`src/rtl/exu_pkg.sv`:
```
package exu_pkg;

    typedef enum logic [2:0] {
        OPC_ADD   = 3'd0,
        OPC_EMIT  = 3'd1,
        OPC_LOAD  = 3'd2,
        OPC_STORE = 3'd3,
        OPC_JZ    = 3'd4,
        OPC_JNZ   = 3'd5
    } opc_e;

    typedef enum logic {
        ST_OPEN   = 1'b0,
        ST_PARKED = 1'b1
    } exu_state_e;

endpackage

```
`src/rtl/exu_alu.sv`:
```
module exu_alu
    import exu_pkg::*;
#(
    parameter int XLEN = 64
) (
    input  logic [2:0]      op,
    input  logic [XLEN-1:0] a,
    input  logic [XLEN-1:0] b,
    input  logic [XLEN-1:0] npc,
    output logic [XLEN-1:0] result,
    output logic            is_load
);

    logic b_zero;
    assign b_zero  = (b == '0);
    assign is_load = (op == OPC_LOAD);

    always_comb begin
        result = '0;
        unique case (op)
            OPC_ADD, OPC_EMIT: result = a + b;
            OPC_JZ:            result = b_zero ? a : npc;
            OPC_JNZ:           result = b_zero ? npc : a;
            default:           result = '0;
        endcase
    end

endmodule

```
`src/rtl/exu_line_pick.sv`:
```
module exu_line_pick #(
    parameter int XLEN       = 64,
    parameter int LINE_BYTES = 64
) (
    input  logic [LINE_BYTES*8-1:0]       line,
    input  logic [$clog2(LINE_BYTES)-1:0] off,
    output logic [XLEN-1:0]               word
);

    localparam int OFF_W      = $clog2(LINE_BYTES);
    localparam int WORD_BYTES = XLEN / 8;
    localparam int POS_W      = OFF_W + 4;

    for (genvar k = 0; k < WORD_BYTES; k++) begin : g_byte
        logic [OFF_W:0] idx;
        logic [POS_W-1:0] pos;
        assign idx = {1'b0, off} + (OFF_W+1)'(k);
        assign pos = {1'b0, idx, 3'b000};
        assign word[8*k +: 8] = (idx < (OFF_W+1)'(LINE_BYTES)) ? line[pos +: 8] : 8'h00;
    end

endmodule

```
`src/rtl/exu_park_slot.sv`:
```
module exu_park_slot #(
    parameter int XLEN  = 64,
    parameter int TAG_W = 8
) (
    input  logic             clk,
    input  logic             rst_n,
    input  logic             capture,
    input  logic [2:0]       d_op,
    input  logic [XLEN-1:0]  d_a,
    input  logic [XLEN-1:0]  d_b,
    input  logic [XLEN-1:0]  d_npc,
    input  logic [TAG_W-1:0] d_tag,
    output logic [2:0]       q_op,
    output logic [XLEN-1:0]  q_a,
    output logic [XLEN-1:0]  q_b,
    output logic [XLEN-1:0]  q_npc,
    output logic [TAG_W-1:0] q_tag
);

    always_ff @(posedge clk) begin
        if (!rst_n) begin
            q_op  <= '0;
            q_a   <= '0;
            q_b   <= '0;
            q_npc <= '0;
            q_tag <= '0;
        end else if (capture) begin
            q_op  <= d_op;
            q_a   <= d_a;
            q_b   <= d_b;
            q_npc <= d_npc;
            q_tag <= d_tag;
        end
    end

endmodule

```
`src/rtl/exu_stage.sv`:
```
module exu_stage
    import exu_pkg::*;
#(
    parameter int XLEN       = 64,
    parameter int LINE_BYTES = 64,
    parameter int TAG_W      = 8
) (
    input  logic                                clk,
    input  logic                                rst_n,
    input  logic                                in_valid,
    output logic                                in_ready,
    input  logic [2:0]                          in_op,
    input  logic [XLEN-1:0]                     in_a,
    input  logic [XLEN-1:0]                     in_b,
    input  logic [XLEN-1:0]                     in_npc,
    input  logic [TAG_W-1:0]                    in_tag,
    output logic                                wb_valid,
    input  logic                                wb_ready,
    output logic [2:0]                          wb_op,
    output logic [XLEN-1:0]                     wb_a,
    output logic [XLEN-1:0]                     wb_b,
    output logic [XLEN-1:0]                     wb_npc,
    output logic [TAG_W-1:0]                    wb_tag,
    output logic [XLEN-1:0]                     wb_result,
    output logic                                mc_valid,
    input  logic                                mc_ready,
    output logic [XLEN-$clog2(LINE_BYTES)-1:0]  mc_line,
    output logic                                mc_write,
    input  logic                                mr_valid,
    output logic                                mr_ready,
    input  logic [LINE_BYTES*8-1:0]             mr_data
);

    localparam int OFF_W = $clog2(LINE_BYTES);

    exu_state_e state, state_nx;

    logic [XLEN-1:0]  alu_res;
    logic             in_is_load;
    logic [XLEN-1:0]  in_addr;
    logic             issue;

    logic [2:0]       pk_op;
    logic [XLEN-1:0]  pk_a, pk_b, pk_npc;
    logic [TAG_W-1:0] pk_tag;
    logic [XLEN-1:0]  pk_addr;
    logic [XLEN-1:0]  pk_word;

    exu_alu #(.XLEN(XLEN)) u_alu (
        .op      (in_op),
        .a       (in_a),
        .b       (in_b),
        .npc     (in_npc),
        .result  (alu_res),
        .is_load (in_is_load)
    );

    exu_park_slot #(.XLEN(XLEN), .TAG_W(TAG_W)) u_slot (
        .clk     (clk),
        .rst_n   (rst_n),
        .capture (issue),
        .d_op    (in_op),
        .d_a     (in_a),
        .d_b     (in_b),
        .d_npc   (in_npc),
        .d_tag   (in_tag),
        .q_op    (pk_op),
        .q_a     (pk_a),
        .q_b     (pk_b),
        .q_npc   (pk_npc),
        .q_tag   (pk_tag)
    );

    assign pk_addr = pk_a + pk_b;

    exu_line_pick #(.XLEN(XLEN), .LINE_BYTES(LINE_BYTES)) u_pick (
        .line (mr_data),
        .off  (pk_addr[OFF_W-1:0]),
        .word (pk_word)
    );

    assign in_addr  = in_a + in_b;
    assign mc_line  = in_addr[XLEN-1:OFF_W];
    assign mc_write = 1'b0;
    assign issue    = (state == ST_OPEN) && in_valid && in_ready && in_is_load;

    // State register
    always_ff @(posedge clk) begin
        if (!rst_n) state <= ST_OPEN;
        else        state <= state_nx;
    end

    // Next state and outputs
    always_comb begin
        state_nx  = state;
        in_ready  = 1'b0;
        mc_valid  = 1'b0;
        mr_ready  = 1'b0;
        wb_valid  = 1'b0;
        wb_op     = in_op;
        wb_a      = in_a;
        wb_b      = in_b;
        wb_npc    = in_npc;
        wb_tag    = in_tag;
        wb_result = alu_res;
        unique case (state)
            ST_OPEN: begin
                in_ready = wb_ready && mc_ready;
                mc_valid = in_valid && in_is_load && wb_ready;
                wb_valid = in_valid && !in_is_load && mc_ready;
                if (in_valid && in_ready && in_is_load) state_nx = ST_PARKED; // ISSUE
            end
            ST_PARKED: begin
                mr_ready  = wb_ready;
                wb_valid  = mr_valid;
                wb_op     = pk_op;
                wb_a      = pk_a;
                wb_b      = pk_b;
                wb_npc    = pk_npc;
                wb_tag    = pk_tag;
                wb_result = pk_word;
                if (mr_valid && wb_ready) state_nx = ST_OPEN;                  // COMPLETE
            end
            default: state_nx = ST_OPEN;
        endcase
    end

endmodule

```
`config.mk`:
```
export PLATFORM = sky130hd
export DESIGN_NAME = exu_stage
export DESIGN_NICKNAME = d
export VERILOG_FILES = /design/src/rtl/exu_pkg.sv /design/src/rtl/exu_alu.sv /design/src/rtl/exu_line_pick.sv /design/src/rtl/exu_park_slot.sv /design/src/rtl/exu_stage.sv
export SDC_FILE = /design/constraint.sdc
export NUM_CORES = 2
export LEC_CHECK = 0
export BUFFER_PORTS_ARGS = -buffer_cell sky130_fd_sc_hd__buf_2
export CORE_AREA = 2 2 413 415
export CTS_CLUSTER_DIAMETER = 120
export CTS_CLUSTER_SIZE = 28
export DETAILED_ROUTE_END_ITERATION = 10
export DIE_AREA = 0 0 415 417
export PLACE_DENSITY = 0.51
export SYNTH_ARGS = -nofsm -noshare
export SYNTH_HDL_FRONTEND = slang
export SYNTH_SLANG_ARGS = --single-unit
```
`constraint.sdc`:
```
create_clock -name clk -period 8.83 [get_ports clk]
set_input_delay 1.3245 -clock clk [delete_from_list [all_inputs] [get_ports clk]]
set_output_delay 1.3245 -clock clk [all_outputs]
set_load 0.01 [all_outputs]
```
# Word level (Yosys, flattened, before mapping)
# Cells that the tools add are included.
[op_classes] n_addsub=9 bitwise_logic=1 shift=8 muxes=24 eq_ne=4 reduce_logical=15 order_cmp=8
[op_table] operator="variable part select 512 x 11 -> 8 bit" count=7
[op_table] operator="variable part select 512 x 10 -> 8 bit" count=1
[op_table] operator="2-to-1 mux 64 bit" count=6
[op_table] operator="case mux 64 bit (3 select lines)" count=1
[op_table] operator="2-to-1 mux 8 bit" count=9
[op_table] operator="adder 64 bit" count=1
[op_table] operator="logical NOT 64 bit" count=1
[op_table] operator="less-than comparator 7 bit (second input constant)" count=7
[op_table] operator="adder 6 x 3 -> 7 bit (second input constant)" count=4
[op_table] operator="adder 6 x 2 -> 7 bit (second input constant)" count=2
[op_table] operator="logical AND 1 bit" count=11
[op_table] operator="adder 6 x 1 -> 7 bit (second input constant)" count=1
[op_table] operator="less-than comparator 6 x 7 -> 1 bit (second input constant)" count=1
[op_table] operator="adder 6 bit" count=1
[op_table] operator="== test 3 bit (second input constant)" count=2
[op_table] operator="2-to-1 mux 1 bit" count=5
[op_table] operator="case mux 1 bit (2 select lines)" count=2
[op_table] operator="== test 3 x 1 -> 1 bit (second input constant)" count=1
[op_table] operator="== test 3 x 2 -> 1 bit (second input constant)" count=1
[op_table] operator="logical NOT 3 bit" count=1
[op_table] operator="2-to-1 mux 3 bit" count=1
[op_table] operator="OR reduction 2 bit" count=1
[op_table] operator="logical NOT 1 bit" count=1
[op_table] operator="NOT 1 bit" count=1
[totals] regBits=204

# Longest topological paths before layout
[logic_depth] word_depth=5 mapped_depth=16 ltp_nobuf=12

# Cells and area by module
# From an unflattened synthesis, not the netlist that was laid out.
[hier_totals] hier_cells=4319 hier_area_um2=41767.6
[modules_own_cells] module="exu_line_pick" seq_area_each_um2=0.0 area_per_inst_um2=21495.6 cells_per_inst=1996 instances=1
[modules_own_cells] module="exu_park_slot" seq_area_each_um2=4063.9 area_per_inst_um2=7776.2 cells_per_inst=654 instances=1
[modules_own_cells] module="exu_stage" seq_area_each_um2=20.0 area_per_inst_um2=6996.7 cells_per_inst=871 instances=1
[modules_own_cells] module="exu_alu" seq_area_each_um2=0.0 area_per_inst_um2=5499.0 cells_per_inst=798 instances=1

# Worst setup path after synthesis
# OpenSTA, ideal clock, no wires.
[synth_timing] path_type="input -> output" startpoint="in in_a[0]" endpoint="out wb_result[58]" required_time_ns=7.506 slack_ns=3.671 arrival_time_ns=3.835 path_stages=12 path_buffers=0 cell_sequence="ha_1 inv_1 fa_1 nand2b_1 a211oi_1 o21ai_1 a21oi_1 o21ai_1 a31o_2 o31a_1 xnor2_1 a211o_1"
[synth_between] elab_chain_cells=3
[synth_rtl] element="start, declared" line_no="exu_stage.sv:13" rtl="input logic [XLEN-1:0] in_a,"
[synth_rtl] element="adder 64 bit"
[synth_rtl] element="via mc_line[52]" line_no="exu_stage.sv:27" rtl="output logic [XLEN-$clog2(LINE_BYTES)-1:0] mc_line,"
[synth_rtl] element="case mux 64 bit (3 select lines)" line_no="exu_alu.sv:20" rtl="unique case (op)"
[synth_rtl] element="2-to-1 mux 64 bit" line_no="exu_stage.sv:106" rtl="unique case (state)"
[synth_rtl] element="end, declared" line_no="exu_stage.sv:24" rtl="output logic [XLEN-1:0] wb_result,"
# The timed path passes the listed nets, and every way through them passes these cells.

# Worst setup path after layout
[layout_timing] startpoint="in in_a[39]" endpoint="out wb_result[49]"
[layout_between] elab_chain_cells=3
[layout_rtl] element="adder 64 bit" line_no="exu_alu.sv:21" rtl="OPC_ADD, OPC_EMIT: result = a + b;"
[layout_rtl] element="case mux 64 bit (3 select lines)" line_no="exu_alu.sv:20"
[layout_rtl] element="2-to-1 mux 64 bit" line_no="exu_stage.sv:106"
# No other way between the ends.

==> impl_metrics.csv <==
group,metric,value,unit
run_status,outcome,"finished, final reports clean",
floorplanning,die_w,415,µm
pwr,powerDensity,84.2,nW/µm²
floorplanning,initial_core_util,0.204,
cts,path_clk_slew,0.10,ns
grt,grt_pass1_vias,37300,
setup_path,worstSetupStartpointType,"primary input",
setup_path,crit_path_frequent_cell,"buf_2",
place,gp_congestion,0.950,
synth,yosys.area_share.xor_xnor,0.0183,
detailed_routing,route.detailed.drc,0,
cts,holdBufCountCts,0,
synth,synth-compound-area-share,0.253,
cts,cts_tree,"built",
timing,relSlewSlack,0.124,
grt,grt_pass1_wl,295000,µm
synth,synth-async-reset-ratio,0,
synth,yosysWarnings,0,
detailed_routing,wire_per_inst,28.7,µm
setup_path,r2r_slack,5.59,ns
floorplanning,die_h,417,µm
setup_path,r2r-end,"u_slot.q_a[1]",
floorplanning,dieArea,173000,µm²
setup_path,cp_top_family,"simple AND/OR/NAND/NOR gates",
timing,slew_violations,0,
timing,rsz0062_at_grt,"false",
synth,synth_fp_nets,5355,
cts,clk_path_buf_depth,3,
cells_and_area,multi_input_area,28300,µm²
setup_path,path_max_fanout,6,
detailed_routing,via_per_inst,5.27,
setup_path,required,7.51,ns
synth,yosysUniqueCellTypes,90,
setup_path,critPathCaptureType,"output pin",
setup_path,cp_num_cells,11,
setup_path,path_buf_inv,2,
cells_and_area,seq_area,4090,µm²
grt,grt-ovfl-total,0,
timing,setup_viol,0,
synth,seq_area_frac_synth,0.119,
cts,numCtsBuffers,12,
floorplanning,io_pins,1051,
run,max-cap-violations,0,
synth,syn_area,34300,µm²
pwr,p_leak,15.8,nW
setup_path,slowest_delay,0.94,ns
synth,avgSynthCellArea,7.52,µm²
detailed_routing,drt_pass1_iterations,5,
synth,synth_top_area_frac,0.127,
grt,grt_max_degree,195,
floorplanning,num_rows,151,
timing,hold_viol_final,0,
detailed_routing,wl_met2,108000,µm
cts,ctsResizeCount,0,
synth,ys.flop_type,"dfxtp_1",
pwr,irDropWorstVdd,0.0967,mV
timing,timing.fmax,0.139,GHz
cts,htreeDepth,1,
synth,synth-adder-area-share,0.0260,
timing,tightest_slew,1.29,ns
setup_path,reg2reg_from,"state",
detailed_routing,topRoutingLayerUsed,"met5",
hold_path,hold_path.class,"reg -> reg",
detailed_routing,postRouteAntennaNets,0,
synth,synth_area_leaders,"mux2i_1 13%, dfxtp_1 12%, mux2_2 11%",
synth,synth_edf_count,0,
synth,synthSimpleGateAreaFrac,0.183,
cts,cts_root_buf,"clkbuf_16",
cts,cts_sinks,204,
floorplanning,core_area,169000,µm²
place,dp.final_hpwl,179000,µm
cells_and_area,drive_gt1_frac,0.317,
setup_path,critPathKind,"in -> out",
setup_path,cp-endpoint,"wb_result[49]",
detailed_routing,first_iter_violations,3513,
timing,finalClockSkew,0.0533,ns
setup_path,rr_worst_depth,6,
cells_and_area,nNetsFinal,6061,
setup_path,cp_cell_sequence,"buf_2 -> ha_1 -> nand2_1 -> nor4_1 -> nand3_1 -> a211oi_1 -> nor2_1 -> o21ai_0 -> xor2_1 -> a221o_1 -> buf_2",
timing,holdWs,0.469,ns
timing,setup_tns,0,ns
setup_path,cpMaxStageDelayCell,"nor4_1",
synth,synthMuxAreaShare,0.339,
cts,cts_setup_buffers,0,
place,port_buffers,1049,
grt,antenna_found_initial,62,
synth,ys_seq_elements,204,
detailed_routing,met3_length,11300,µm
synth,synth_top_family_by_area,"multiplexers",
setup_path,crit_path_start,"in_a[39]",
synth,syn_inst,4564,
detailed_routing,vias,39600,
cts,insertion_delay,0.57,ns
timing,finalCritPeriodShare,0.813,
detailed_routing,wl,216000,µm
setup_path,arrival,5.86,ns
timing,period_needed,7.18,ns
cells_and_area,syn_to_final_growth,22.0,%
detailed_routing,routedLengthMet1,88600,µm
synth,yosysTopAreaCell,"mux2i_1",
grt,grtUsageTotal,0.236,
cells_and_area,nFillCells,18700,
==> cell usage after synthesis (53+ instances only) <==
library cell / number
nand2_1: 864
mux2i_1: 435
nor2_1: 338
mux2_2: 330
a21oi_1: 260
clkbuf_1: 212
o21ai_0: 211
dfxtp_1: 204
a21boi_0: 203
a211oi_1: 194
buf_2: 155
mux4_2: 149
o211ai_1: 91
nand3_1: 80
ha_1: 68
nor3_1: 58
o21ai_1: 53
==> where the power goes <==
part	leakage (nW)	switching (mW)	internal [mW]
Sequential	1.65	0.00435	0.926
Combinational	14.0	1.20	0.703
Clock	0.186	0.410	0.282
==> layout by cell type (no fill, tap or decap), types with 13 or more instances in the layout <==
master,n
a311oi_1,18
nand3_1,79
o21ai_1,54
nor3_1,57
dfxtp_1,203
buf_12,17
nor2b_1,38
o211ai_1,91
ha_1,67
inv_1,37
a31oi_1,41
clkbuf_16,13
nand2_1,862
buf_4,65
o21a_1,15
mux2_1,18
a21oi_1,260
o21ai_0,210
a211oi_1,193
buf_2,1048
a21o_1,45
a21boi_0,203
nand4_1,30
mux2i_1,435
o22ai_1,17
xnor2_1,41
o21bai_1,13
mux2_2,330
nor4_1,22
a211o_1,27
and2_1,21
nor2_1,336
o311ai_1,17
xor2_1,19
diode_2,24
mux4_2,149
and3_1,18
==> worst register-to-register path: stages (launching register included) <==
cell and delay (ns):
dfxtp_4 0.60, nand3b_1 0.27, nor2_1 0.38, and2_4 0.62, buf_12 0.44, nand2_1 0.63, a21boi_0 0.19
==> how the worst min path moves through the flow <==
stage | startpoint | end | slack [ns] | cells after the start
final | u_slot.q_a[61] | u_slot.q_a[61] | 0.47 | 2
after global placement | u_slot.q_op[1] | u_slot.q_op[1] | 0.45 | 1
after CTS | u_slot.q_a[61] | u_slot.q_a[61] | 0.47 | 2
after floorplan | u_slot.q_op[1] | u_slot.q_op[1] | 0.44 | 1
after global routing | u_slot.q_b[18] | u_slot.q_b[18] | 0.49 | 2
after detailed placement | u_slot.q_a[14] | u_slot.q_a[14] | 0.45 | 2
==> sequential cells by signal (all words and copies together) (netlist names) <==
name and flops:
u_slot.q_tag 8, u_slot.q_npc 64, u_slot.q_b 64, state 1
u_slot.q_op 3, u_slot.q_a 64
==> layout make-up <==
type | count | share of cell area
tap | 2218 | 0.0663
multi-input combinational | 3882 | 0.676
antenna | 24 | 0.00143
clock buffer | 14 | 0.00786
timing repair buffer | 1131 | 0.145
clock inverter | 3 | 0.00138
sequential | 204 | 0.0977
inverter | 39 | 0.00368
==> per-stage QoR <==
stage	instance area (µm²)	util	instances	setup WS, ns	total power [mW]
after global routing	41800	0.248	7509	1.47	3.67
after CTS	41800	0.248	7491	1.49	3.54
final	41900	0.248	7515	1.65	3.52
after global placement	41400	0.246	7474	1.50	2.84
after detailed placement	41400	0.246	7474	1.50	2.84
after floorplan	34300	-	4564	3.67	1.90
==> layer usage <==
metal  global-route usage  vias up
met1                0.293    19400
li1                     -    18300
met3               0.0247      271
met5                    0        -
met2                0.423     1646
met4               0.0773       20
==> cell families (layout without fill, tap and decap cells) <==
logic type / count (synthesis) / after routing
AND/OR/NAND/NOR: 1509 / 1509
AO/OA/AOI/OAI: 1303 / 1303
multiplexers: 932 / 932
buffers and inverters: 478 / 1187
flip-flops: 204 / 204
adder cells (fa/ha/maj): 70 / 70
XOR/XNOR: 67 / 67
other: 1 / 25
No activity file was read; power rests on OpenSTA's default activity.
